## config.mk

```make
export PLATFORM = sky130hd
export DESIGN_NAME = lpm_l1_ctrl
export DESIGN_NICKNAME = d
export VERILOG_FILES = /design/src/rtl/lpm_pkg.sv /design/src/rtl/lpm_status_regs.sv /design/src/rtl/lpm_resume_timer.sv /design/src/rtl/lpm_sleep_fsm.sv /design/src/rtl/lpm_l1_ctrl.sv
export SDC_FILE = /design/constraint.sdc
export NUM_CORES = 1
export LEC_CHECK = 0
export ABC_AREA = 1
export CAP_MARGIN = 40
export CORE_UTILIZATION = 50
export CTS_CLUSTER_SIZE = 8
export DETAILED_ROUTE_END_ITERATION = 8
export GPL_TIMING_DRIVEN = 1
export PLACE_DENSITY = 0.76
export SYNTH_ARGS = -nofsm -noshare
export SYNTH_HDL_FRONTEND = slang
export SYNTH_SLANG_ARGS = --single-unit
```

## constraint.sdc

```tcl
create_clock -name clk -period 2.38 [get_ports clk]
set_input_delay 0.476 -clock clk [delete_from_list [all_inputs] [get_ports clk]]
set_output_delay 0.476 -clock clk [all_outputs]
set_load 0.1 [all_outputs]
```

## src/rtl/lpm_pkg.sv

```systemverilog
// Package: shared types and helpers for the LPM L1 sleep controller.
// Assumes: the resume code is 4 bits and the resume time in microseconds fits in 10 bits.
package lpm_pkg;

    typedef enum logic [2:0] {
        ST_AWAKE  = 3'd0,
        ST_SLEEP  = 3'd1,
        ST_RESUME = 3'd2,
        ST_DROP   = 3'd3,
        ST_DONE   = 3'd4
    } lpm_state_e;

    localparam logic [1:0] HS_ACK   = 2'b11;
    localparam logic [1:0] HS_NYET  = 2'b10;
    localparam logic [1:0] HS_STALL = 2'b01;
    localparam logic [1:0] HS_NONE  = 2'b00;

    localparam int RES_BASE_US = 60;
    localparam int RES_STEP_US = 75;
    localparam logic [3:0] RES_CODE_MAX = 4'd12;

    // Returns the resume drive length in microseconds, minus one, for a valid code.
    function automatic logic [9:0] resume_len_m1(input logic [3:0] code);
        logic [9:0] us;
        us = 10'(RES_BASE_US) + 10'(RES_STEP_US) * {6'd0, code};
        return us - 10'd1;
    endfunction

endpackage

```

## src/rtl/lpm_status_regs.sv

```systemverilog
// Module: holds the threshold field, the stored handshake result and the
// sticky invalid-code error flag.
// Assumes: strobes last one cycle. A write clears the error flag, and the write
// takes priority if an error is raised in the same cycle.
module lpm_status_regs #(
    parameter int THR_W = 5,
    parameter int HS_W  = 2
) (
    input  logic             clk,
    input  logic             rst_n,
    input  logic             thres_wr,
    input  logic [THR_W-1:0] thres_in,
    input  logic             hs_valid,
    input  logic [HS_W-1:0]  hs_code,
    input  logic             err_set,
    output logic [THR_W-1:0] thres_q,
    output logic [HS_W-1:0]  hs_q,
    output logic             err_q
);

    // Threshold field register.
    always_ff @(posedge clk) begin
        if (!rst_n)        thres_q <= '0;
        else if (thres_wr) thres_q <= thres_in;
    end

    // Latest handshake outcome.
    always_ff @(posedge clk) begin
        if (!rst_n)        hs_q <= '0;
        else if (hs_valid) hs_q <= hs_code;
    end

    // Sticky invalid-code flag: a threshold write clears it.
    always_ff @(posedge clk) begin
        if (!rst_n)        err_q <= 1'b0;
        else if (thres_wr) err_q <= 1'b0;
        else if (err_set)  err_q <= 1'b1;
    end

endmodule

```

## src/rtl/lpm_resume_timer.sv

```systemverilog
// Module: times host resume signaling in whole microseconds.
// Assumes: `load` fires one cycle before `run` rises. `run` stays high for
// the whole resume. `done` is high in the last cycle of the window, which
// lasts exactly (len_m1+1)*TICKS_PER_US cycles.
module lpm_resume_timer #(
    parameter int TICKS_PER_US = 60,
    parameter int US_W         = 10
) (
    input  logic       clk,
    input  logic       rst_n,
    input  logic       load,
    input  logic [3:0] code,
    input  logic       run,
    output logic       done
);
    import lpm_pkg::*;

    localparam int PS_W = (TICKS_PER_US > 1) ? $clog2(TICKS_PER_US) : 1;
    localparam logic [PS_W-1:0] PS_LAST = PS_W'(TICKS_PER_US - 1);

    logic [PS_W-1:0] ps_q;
    logic [US_W-1:0] us_q;
    logic [US_W-1:0] tgt_q;
    logic            ps_last;

    assign ps_last = (ps_q == PS_LAST);

    // Captures the target length when the resume begins.
    always_ff @(posedge clk) begin
        if (!rst_n)    tgt_q <= '0;
        else if (load) tgt_q <= US_W'(resume_len_m1(code));
    end

    // Prescaler and microsecond counter, both held at zero while idle.
    always_ff @(posedge clk) begin
        if (!rst_n || !run) begin
            ps_q <= '0;
            us_q <= '0;
        end else if (ps_last) begin
            ps_q <= '0;
            us_q <= us_q + 1'b1;
        end else begin
            ps_q <= ps_q + 1'b1;
        end
    end

    // Marks the final cycle of the resume window.
    always_comb done = run && ps_last && (us_q == tgt_q);

endmodule

```

## src/rtl/lpm_sleep_fsm.sv

```systemverilog
// Module: L1 sleep state machine and its PHY and status outputs.
// Assumes: event inputs are level or strobe, sampled every cycle. Bus reset,
// soft disconnect and remote wakeup take priority over line activity.
module lpm_sleep_fsm (
    input  logic       clk,
    input  logic       rst_n,
    input  logic       host_mode,
    input  logic       hs_valid,
    input  logic [1:0] hs_code,
    input  logic [4:0] thres,
    input  logic       clk_stop,
    input  logic       line_active,
    input  logic       rwk_wr,
    input  logic       bus_reset,
    input  logic       soft_disc,
    input  logic       tmr_done,
    output logic       tmr_load,
    output logic       tmr_run,
    output logic       err_set,
    output logic       sleep_sts,
    output logic       phy_suspend,
    output logic       phy_deep_lp,
    output logic       resume_drive,
    output logic       wake_done
);
    import lpm_pkg::*;

    lpm_state_e st_q, st_d;
    logic       hard_exit;
    logic       code_ok;
    logic       dev_resume;

    assign hard_exit  = bus_reset || soft_disc;
    assign code_ok    = (thres[3:0] <= RES_CODE_MAX);
    assign dev_resume = (st_q == ST_SLEEP) && !hard_exit && !rwk_wr
                        && line_active && host_mode;

    // State register.
    always_ff @(posedge clk) begin
        if (!rst_n) st_q <= ST_AWAKE;
        else        st_q <= st_d;
    end

    // Next-state selection.
    always_comb begin
        st_d = st_q;
        unique case (st_q)
            ST_AWAKE:  if (hs_valid && hs_code == HS_ACK) st_d = ST_SLEEP;
            ST_SLEEP: begin
                if (hard_exit || rwk_wr)      st_d = ST_DROP;
                else if (line_active)         st_d = (host_mode && code_ok) ? ST_RESUME : ST_DROP;
            end
            ST_RESUME: if (hard_exit || tmr_done) st_d = ST_DROP;
            ST_DROP:   st_d = ST_DONE;
            ST_DONE:   st_d = ST_AWAKE;
            default:   st_d = ST_AWAKE;
        endcase
    end

    // Timer control and error reporting for device-initiated resume.
    always_comb begin
        tmr_load = dev_resume && code_ok;
        err_set  = dev_resume && !code_ok;
        tmr_run  = (st_q == ST_RESUME);
    end

    // Status and PHY outputs, decoded from the state.
    always_comb begin
        sleep_sts    = (st_q == ST_SLEEP) || (st_q == ST_RESUME) || (st_q == ST_DROP);
        phy_suspend  = (st_q == ST_SLEEP) && clk_stop;
        phy_deep_lp  = phy_suspend && host_mode && thres[4];
        resume_drive = (st_q == ST_RESUME);
        wake_done    = (st_q == ST_DONE);
    end

endmodule

```

## src/rtl/lpm_l1_ctrl.sv

```systemverilog
// Module: top of the USB LPM L1 sleep controller.
// Assumes: one reference clock. All inputs are synchronous to it.
// TICKS_PER_US reference cycles make one microsecond.
module lpm_l1_ctrl #(
    parameter int TICKS_PER_US = 60
) (
    input  logic       clk,
    input  logic       rst_n,
    input  logic       host_mode_i,
    input  logic       thres_wr_i,
    input  logic [4:0] thres_in_i,
    input  logic       hs_valid_i,
    input  logic [1:0] hs_code_i,
    input  logic       clk_stop_i,
    input  logic       line_active_i,
    input  logic       rwk_wr_i,
    input  logic       bus_reset_i,
    input  logic       soft_disc_i,
    output logic [1:0] hs_result_o,
    output logic [4:0] thres_o,
    output logic       sleep_sts_o,
    output logic       phy_suspend_o,
    output logic       phy_deep_lp_o,
    output logic       resume_drive_o,
    output logic       wake_done_o,
    output logic       thres_err_o
);

    localparam int THR_W = 5;
    localparam int HS_W  = 2;
    localparam int US_W  = 10;

    logic tmr_load, tmr_run, tmr_done, err_set;

    lpm_status_regs #(.THR_W(THR_W), .HS_W(HS_W)) regs_i (
        .clk      (clk),
        .rst_n    (rst_n),
        .thres_wr (thres_wr_i),
        .thres_in (thres_in_i),
        .hs_valid (hs_valid_i),
        .hs_code  (hs_code_i),
        .err_set  (err_set),
        .thres_q  (thres_o),
        .hs_q     (hs_result_o),
        .err_q    (thres_err_o)
    );

    lpm_resume_timer #(.TICKS_PER_US(TICKS_PER_US), .US_W(US_W)) tmr_i (
        .clk   (clk),
        .rst_n (rst_n),
        .load  (tmr_load),
        .code  (thres_o[3:0]),
        .run   (tmr_run),
        .done  (tmr_done)
    );

    lpm_sleep_fsm fsm_i (
        .clk          (clk),
        .rst_n        (rst_n),
        .host_mode    (host_mode_i),
        .hs_valid     (hs_valid_i),
        .hs_code      (hs_code_i),
        .thres        (thres_o),
        .clk_stop     (clk_stop_i),
        .line_active  (line_active_i),
        .rwk_wr       (rwk_wr_i),
        .bus_reset    (bus_reset_i),
        .soft_disc    (soft_disc_i),
        .tmr_done     (tmr_done),
        .tmr_load     (tmr_load),
        .tmr_run      (tmr_run),
        .err_set      (err_set),
        .sleep_sts    (sleep_sts_o),
        .phy_suspend  (phy_suspend_o),
        .phy_deep_lp  (phy_deep_lp_o),
        .resume_drive (resume_drive_o),
        .wake_done    (wake_done_o)
    );

endmodule

```

## Yosys cells after proc, flatten, opt, wreduce, memory -nomap -nowiden

Index checks and enable logic that the tools add are counted.

- Input port bits: 17
- Register bits after elaboration: 37
- Word-level logic and storage cells: 58

- Multipliers: 1
- Muxes and demuxes: 6
- $lt $le $gt $ge: 1
- Bitwise operators: 1
- Reductions and logical operators: 28
- Add/sub/neg operators: 4
- Equality and inequality tests: 10

Operators by type and width:

| cell | number |
|---|---|
| 1-bit logical AND | 13 |
| 3-bit two-way mux | 4 |
| 3-bit case mux with 4 select lines | 1 |
| 10-bit by 1-bit adder with 10-bit output, second input constant | 1 |
| 6-bit by 10-bit adder with 10-bit output, first input constant | 1 |
| 10-bit == test | 1 |
| 7-bit by 4-bit multiplier with 10-bit output, first input constant | 1 |
| 10-bit by 1-bit subtractor with 10-bit output, second input constant | 1 |
| 6-bit by 1-bit adder with 6-bit output, second input constant | 1 |
| 3-bit by 2-bit == test with 1-bit output, second input constant | 2 |
| 6-bit == test, second input constant | 1 |
| 1-bit logical OR | 6 |
| 1-bit logical NOT | 5 |
| 4-bit less-or-equal comparator, second input constant | 1 |
| 2-bit by 1-bit != test with 1-bit output, second input constant | 2 |
| 2-bit OR reduction | 2 |
| 3-bit by 1-bit == test with 1-bit output, second input constant | 1 |
| 3-bit == test, second input constant | 1 |
| 3-bit logical NOT | 1 |
| 3-bit != test, second input constant | 1 |
| 3-bit AND reduction | 1 |
| 2-bit == test, second input constant | 1 |
| 1-bit two-way mux | 1 |
| 1-bit inverter | 1 |

## Depth between registers and ports, before layout

- Depth after elaboration: 7
- Depth in mapped cells: 15
- Mapped depth without buffers: 15

## Hierarchy

A second synthesis with hierarchy kept.

- Cells, all modules: 377
- Area total of the unflattened synthesis: 2549.9 µm²

Modules (own cells, without submodules):

| module | cells each | area an instance (µm²) | times used | sequential area each (µm²) |
|---|---|---|---|---|
| lpm_resume_timer | 277 | 1890.6 | 1 | 520.5 |
| lpm_status_regs | 49 | 342.8 | 1 | 160.2 |
| lpm_sleep_fsm | 51 | 316.6 | 1 | 60.1 |

## Least setup slack after synthesis

OpenSTA, ideal clock, no wires.

- Path kind: register to register
- Start: register regs_i.thres_q[2]
- End: register tmr_i.tgt_q[9]
- Clock period less this slack: 3358 ps
- Library setup time: 109 ps
- Slack: -978 ps
- Stages on the path, launching flop included: 13
- Arrival: 3250 ps
- Cell sequence: dfxtp_1 inv_1 ha_1 ha_1 ha_1 ha_1 nand2_1 o21ai_0 nand4_1 nand3_1 nand3_2 nand2_1 inv_1

- Longest elaborated chain between the ends: 3
- Elaborated cells on any way between the ends: 5

RTL lines:

| element | line | text |
|---|---|---|
| from (decl) | lpm_status_regs.sv:16 | `output logic [THR_W-1:0] thres_q,` |
| from (signal assigned) | lpm_status_regs.sv:24 | `else if (thres_wr) thres_q <= thres_in;` |
| 7-bit by 4-bit multiplier with 10-bit output | lpm_pkg.sv:25 | `us = 10'(RES_BASE_US) + 10'(RES_STEP_US) * {6'd0, code};` |
| 6-bit by 10-bit adder with 10-bit output | lpm_pkg.sv:25 |  |
| 10-bit by 1-bit subtractor with 10-bit output | lpm_pkg.sv:26 | `return us - 10'd1;` |
| to (signal assigned) | lpm_resume_timer.sv:31 | `else if (load) tgt_q <= US_W'(resume_len_m1(code));` |
| to (decl) | lpm_resume_timer.sv:23 | `logic [US_W-1:0] tgt_q;` |

Several ways; a longest one is shown, not always the timed one.
A chain may end at the register's enable or synchronous reset.

## Final worst setup path

- Start: register regs_i.thres_q[3]
- End: register tmr_i.tgt_q[7]

The elaborated chain is that of the path after synthesis.

==> results.md <==
- Outcome: finished clean
- Fin area: slightly above 3000 um^2
- Post-synth EDFFs: 0
- Root buffer cell: clkbuf_8
- Core outline area: around 4400 um^2
- Number of diodes: 0
- Most common cell in the netlist: nand2_1
- Synth cell count leaders: nand2_1 (62), inv_1 (48), dfxtp_1 (37), a21oi_1 (26), ha_1 (25)
- Synth-to-layout area growth: 27.7%
- Unique masters post-synth: 37
- Sink Count: 37
- Final Hold Fails: 0
- Overall Global Routing Usage: between 20% and 30%
- Worst Slack Setup Final: ~0.095 ns
- Prevailing post-synth register cell: dfxtp_1
- Fill cells: roughly 360
- Routed WL: 4910 um
- Routability cong.: slightly above 0.8
- CP Max Fanout: 5
- Post-synthesis sequential area ratio: approximately 31%
- # rows: 24
- Antenna violations before repair: 0
- Fin nets: about 400
- Routed len/inst: about 12 um
- Final Max Tran Viols: 0
- Post-synth ARST share: 0%
- Routed vias: around 2,100
- Syn_area_per_cell: 7.50 um^2
- Nature of the critical path endpoint: register
- Detailed-route DRC error count: 0
- Die H: approximately 70 um
- Worst-Skew Late Latency: about 0.3 ns
- Number of global-route vias before repair: 1,892
- Pre-CTS setup slack: slightly above 0.06 ns
- Yosys top cell by area: dfxtp_1
- Crit path buffers/inverters: 1
- CP Data Required Time: 2.57 ns
- Warnings, synthesis: 0
- Share of cells above drive strength 1: a little over 20%
- Largest net degree at the start of global routing: 19
- Syn Nets: 360
- Peak supply drop: roughly 0.37 mV
- Grt total ovfl: 0
- P_leak: around 1.3 nW
- Num CTS Buffers: 5
- Avg Vias per Cell: 5.05
- Area after DPL: around 2800 um^2
- Final setup viols: 0
- RSZ-0062 raised after global routing: yes
- Die W: 70.9 um
- # IOs: 30
- Hold Crit Class: register to register
- Routed Antenna Nets: 0
- Top post-synthesis cells by area: dfxtp_1 (31%), ha_1 (13%), nand2_1 (9.8%)
- Worst setup path category: register to register
- Most used cell, CP: nand2_1
- Max Root-Sink Buffers: 2
- Synthesized flop and latch total: 37
- Cell family with the largest share of critical-path delay: adder cells
- Crit path cell chain: buf_4 -> fa_1 -> ha_1 -> ha_2 -> nand2_1 -> nand2_1 -> a21oi_1 -> xor2_1 -> a21oi_2
- Fin Clk Skew: 0.00833 ns
- Initial DRC count: 67
- Pre-antenna DRT Iters: 4
- First-pass GRT wire length: 8240 um
- Syn Inst Count: between 300 and 400
- Starting Density: 53.4%
- PwrDens: around 570 nW/um^2
- Fmax: approximately 0.44 GHz
- HPWL Detailed: between 3000 and 4000 um
- Area share of the largest cell type after synthesis: between 30% and 40%
- Slew @ Worst Pin: 0.269 ns
- Relative max-transition margin: 82.0%
- Fin crit share: slightly below 100%
- Min cycle time layout: about 2.3 ns
- Clock input transition at the sequential cells of the worst setup and hold paths: ~0.090 ns
- CTS tree: built
- CP peak stage delay: 0.43 ns
- Number of max-cap violations: 0
- Die Area: 5020 um^2
- Power, Total: around 0.0017 W
- Netlist Area Pre-Place: roughly 2400 um^2
- IO buf count: 29
- CP Launch Type: register
- Critical Path AT: roughly 2.5 ns
- Slowest-stage cell, CP: fa_1
- H-tree levels: 2
==> area by class of cell <==
class	count	area, um^2	area share, %
well taps	52	65.1	2.15
inverters	52	203	6.69
multi-input cells	223	1550	51.2
flip-flops and latches	37	756	25.0
repair buffers	34	320	10.6
clock buffers	6	93.8	3.10
clock inverters	2	38.8	1.28
==> where the power goes <==
| part | total (W) | internal [W] | switching (W) |
|---|---|---|---|
| clock network | 0.000632 | 0.000380 | 0.000252 |
| registers | 0.000644 | 0.000628 | 0.0000158 |
| logic | 0.000448 | 0.000186 | 0.000262 |
==> flip-flops by register name (all words and copies together), names as in the netlist <==
signal,flops
tmr_i.tgt_q,10
tmr_i.us_q,10
tmr_i.ps_q,6
regs_i.thres_q,5
fsm_i.st_q,3
regs_i.hs_q,2
regs_i.err_q,1
==> cell families (layout without fill, tap and decap cells) <==
logic type	count (synthesis)	after routing	share of synthesized area, %
AOI/OAI and AO/OA	60	60	14.4
xor gates and xnor gates	14	14	5.17
adders and majority gates	27	27	14.9
buffers and inverters	56	94	10.2
DFF	37	37	31.2
and+or+nand+nor	122	122	24.1
==> placed cells by master (no fill, tap or decap), types with 2 or more instances in the layout <==
cell and n:
a21oi_1 24, a21oi_2 4, a31oi_2 2, buf_12 2, buf_4 16, clkbuf_8 5
clkdlybuf4s50_1 16, dfxtp_1 33, dfxtp_4 4, fa_1 2, ha_1 14, ha_2 2
ha_4 9, inv_1 46, inv_2 3, nand2_1 62, nand2_2 2, nand3_1 16
nand3_2 3, nand4_1 2, nor2_1 23, nor2_4 4, nor3_1 3, nor3_2 3
o211ai_1 2, o21ai_0 17, o21ai_1 3, o21ai_2 3, xnor2_1 6, xor2_1 7
==> worst reg2reg max path, stage by stage, from the launching register on <==
cell and delay [ns]:
dfxtp_4 0.36, buf_4 0.16, fa_1 0.43, ha_1 0.31, ha_2 0.34, nand2_1 0.08, nand2_1 0.08, a21oi_1 0.17
xor2_1 0.20, a21oi_2 0.07
==> final timing paths <==
path,start,to,slack [ns],cells past startpoint
worst max register to register,regs_i.thres_q[3]$_SDFFE_PN0P_,tmr_i.tgt_q[7]$_SDFFE_PN0P_,0.1,9
worst min register to register,tmr_i.ps_q[5]$_SDFF_PP0_,tmr_i.ps_q[5]$_SDFF_PP0_,0.48,1
worst max-delay path,regs_i.thres_q[3]$_SDFFE_PN0P_,tmr_i.tgt_q[7]$_SDFFE_PN0P_,0.1,9
worst min-delay path,tmr_i.ps_q[5]$_SDFF_PP0_,tmr_i.ps_q[5]$_SDFF_PP0_,0.48,1
==> layer usage <==
metal  global-route usage (%)  up-vias  wire [um]
met3                     3.85       10        140
met2                     35.1       28       2390
met5                        0        -          0
li1                         -     1095          -
met1                     26.6      918       2300
met4                     6.67        0         74
==> per-stage QoR <==
stage | hold WS (ns) | std cells | util, % | setup TNS, ns
detailed placement | 0.460 | 395 | 63.6 | 0
floorplan | 0.417 | 316 | - | -0.0112
finish | 0.475 | 406 | 68.1 | 0
CTS | 0.471 | 403 | 66.6 | 0
global placement | 0.430 | 395 | 63.6 | 0
global route | 0.501 | 406 | 68.1 | 0
==> what timing repair did <==
action | CTS | global route
hold buffers | 0 | 0
buffers inserted | 0 | 3
endpoints found under the setup margin | 0 | 4
gates resized for setup | 0 | 9
(Power assumes the default switching activity.)
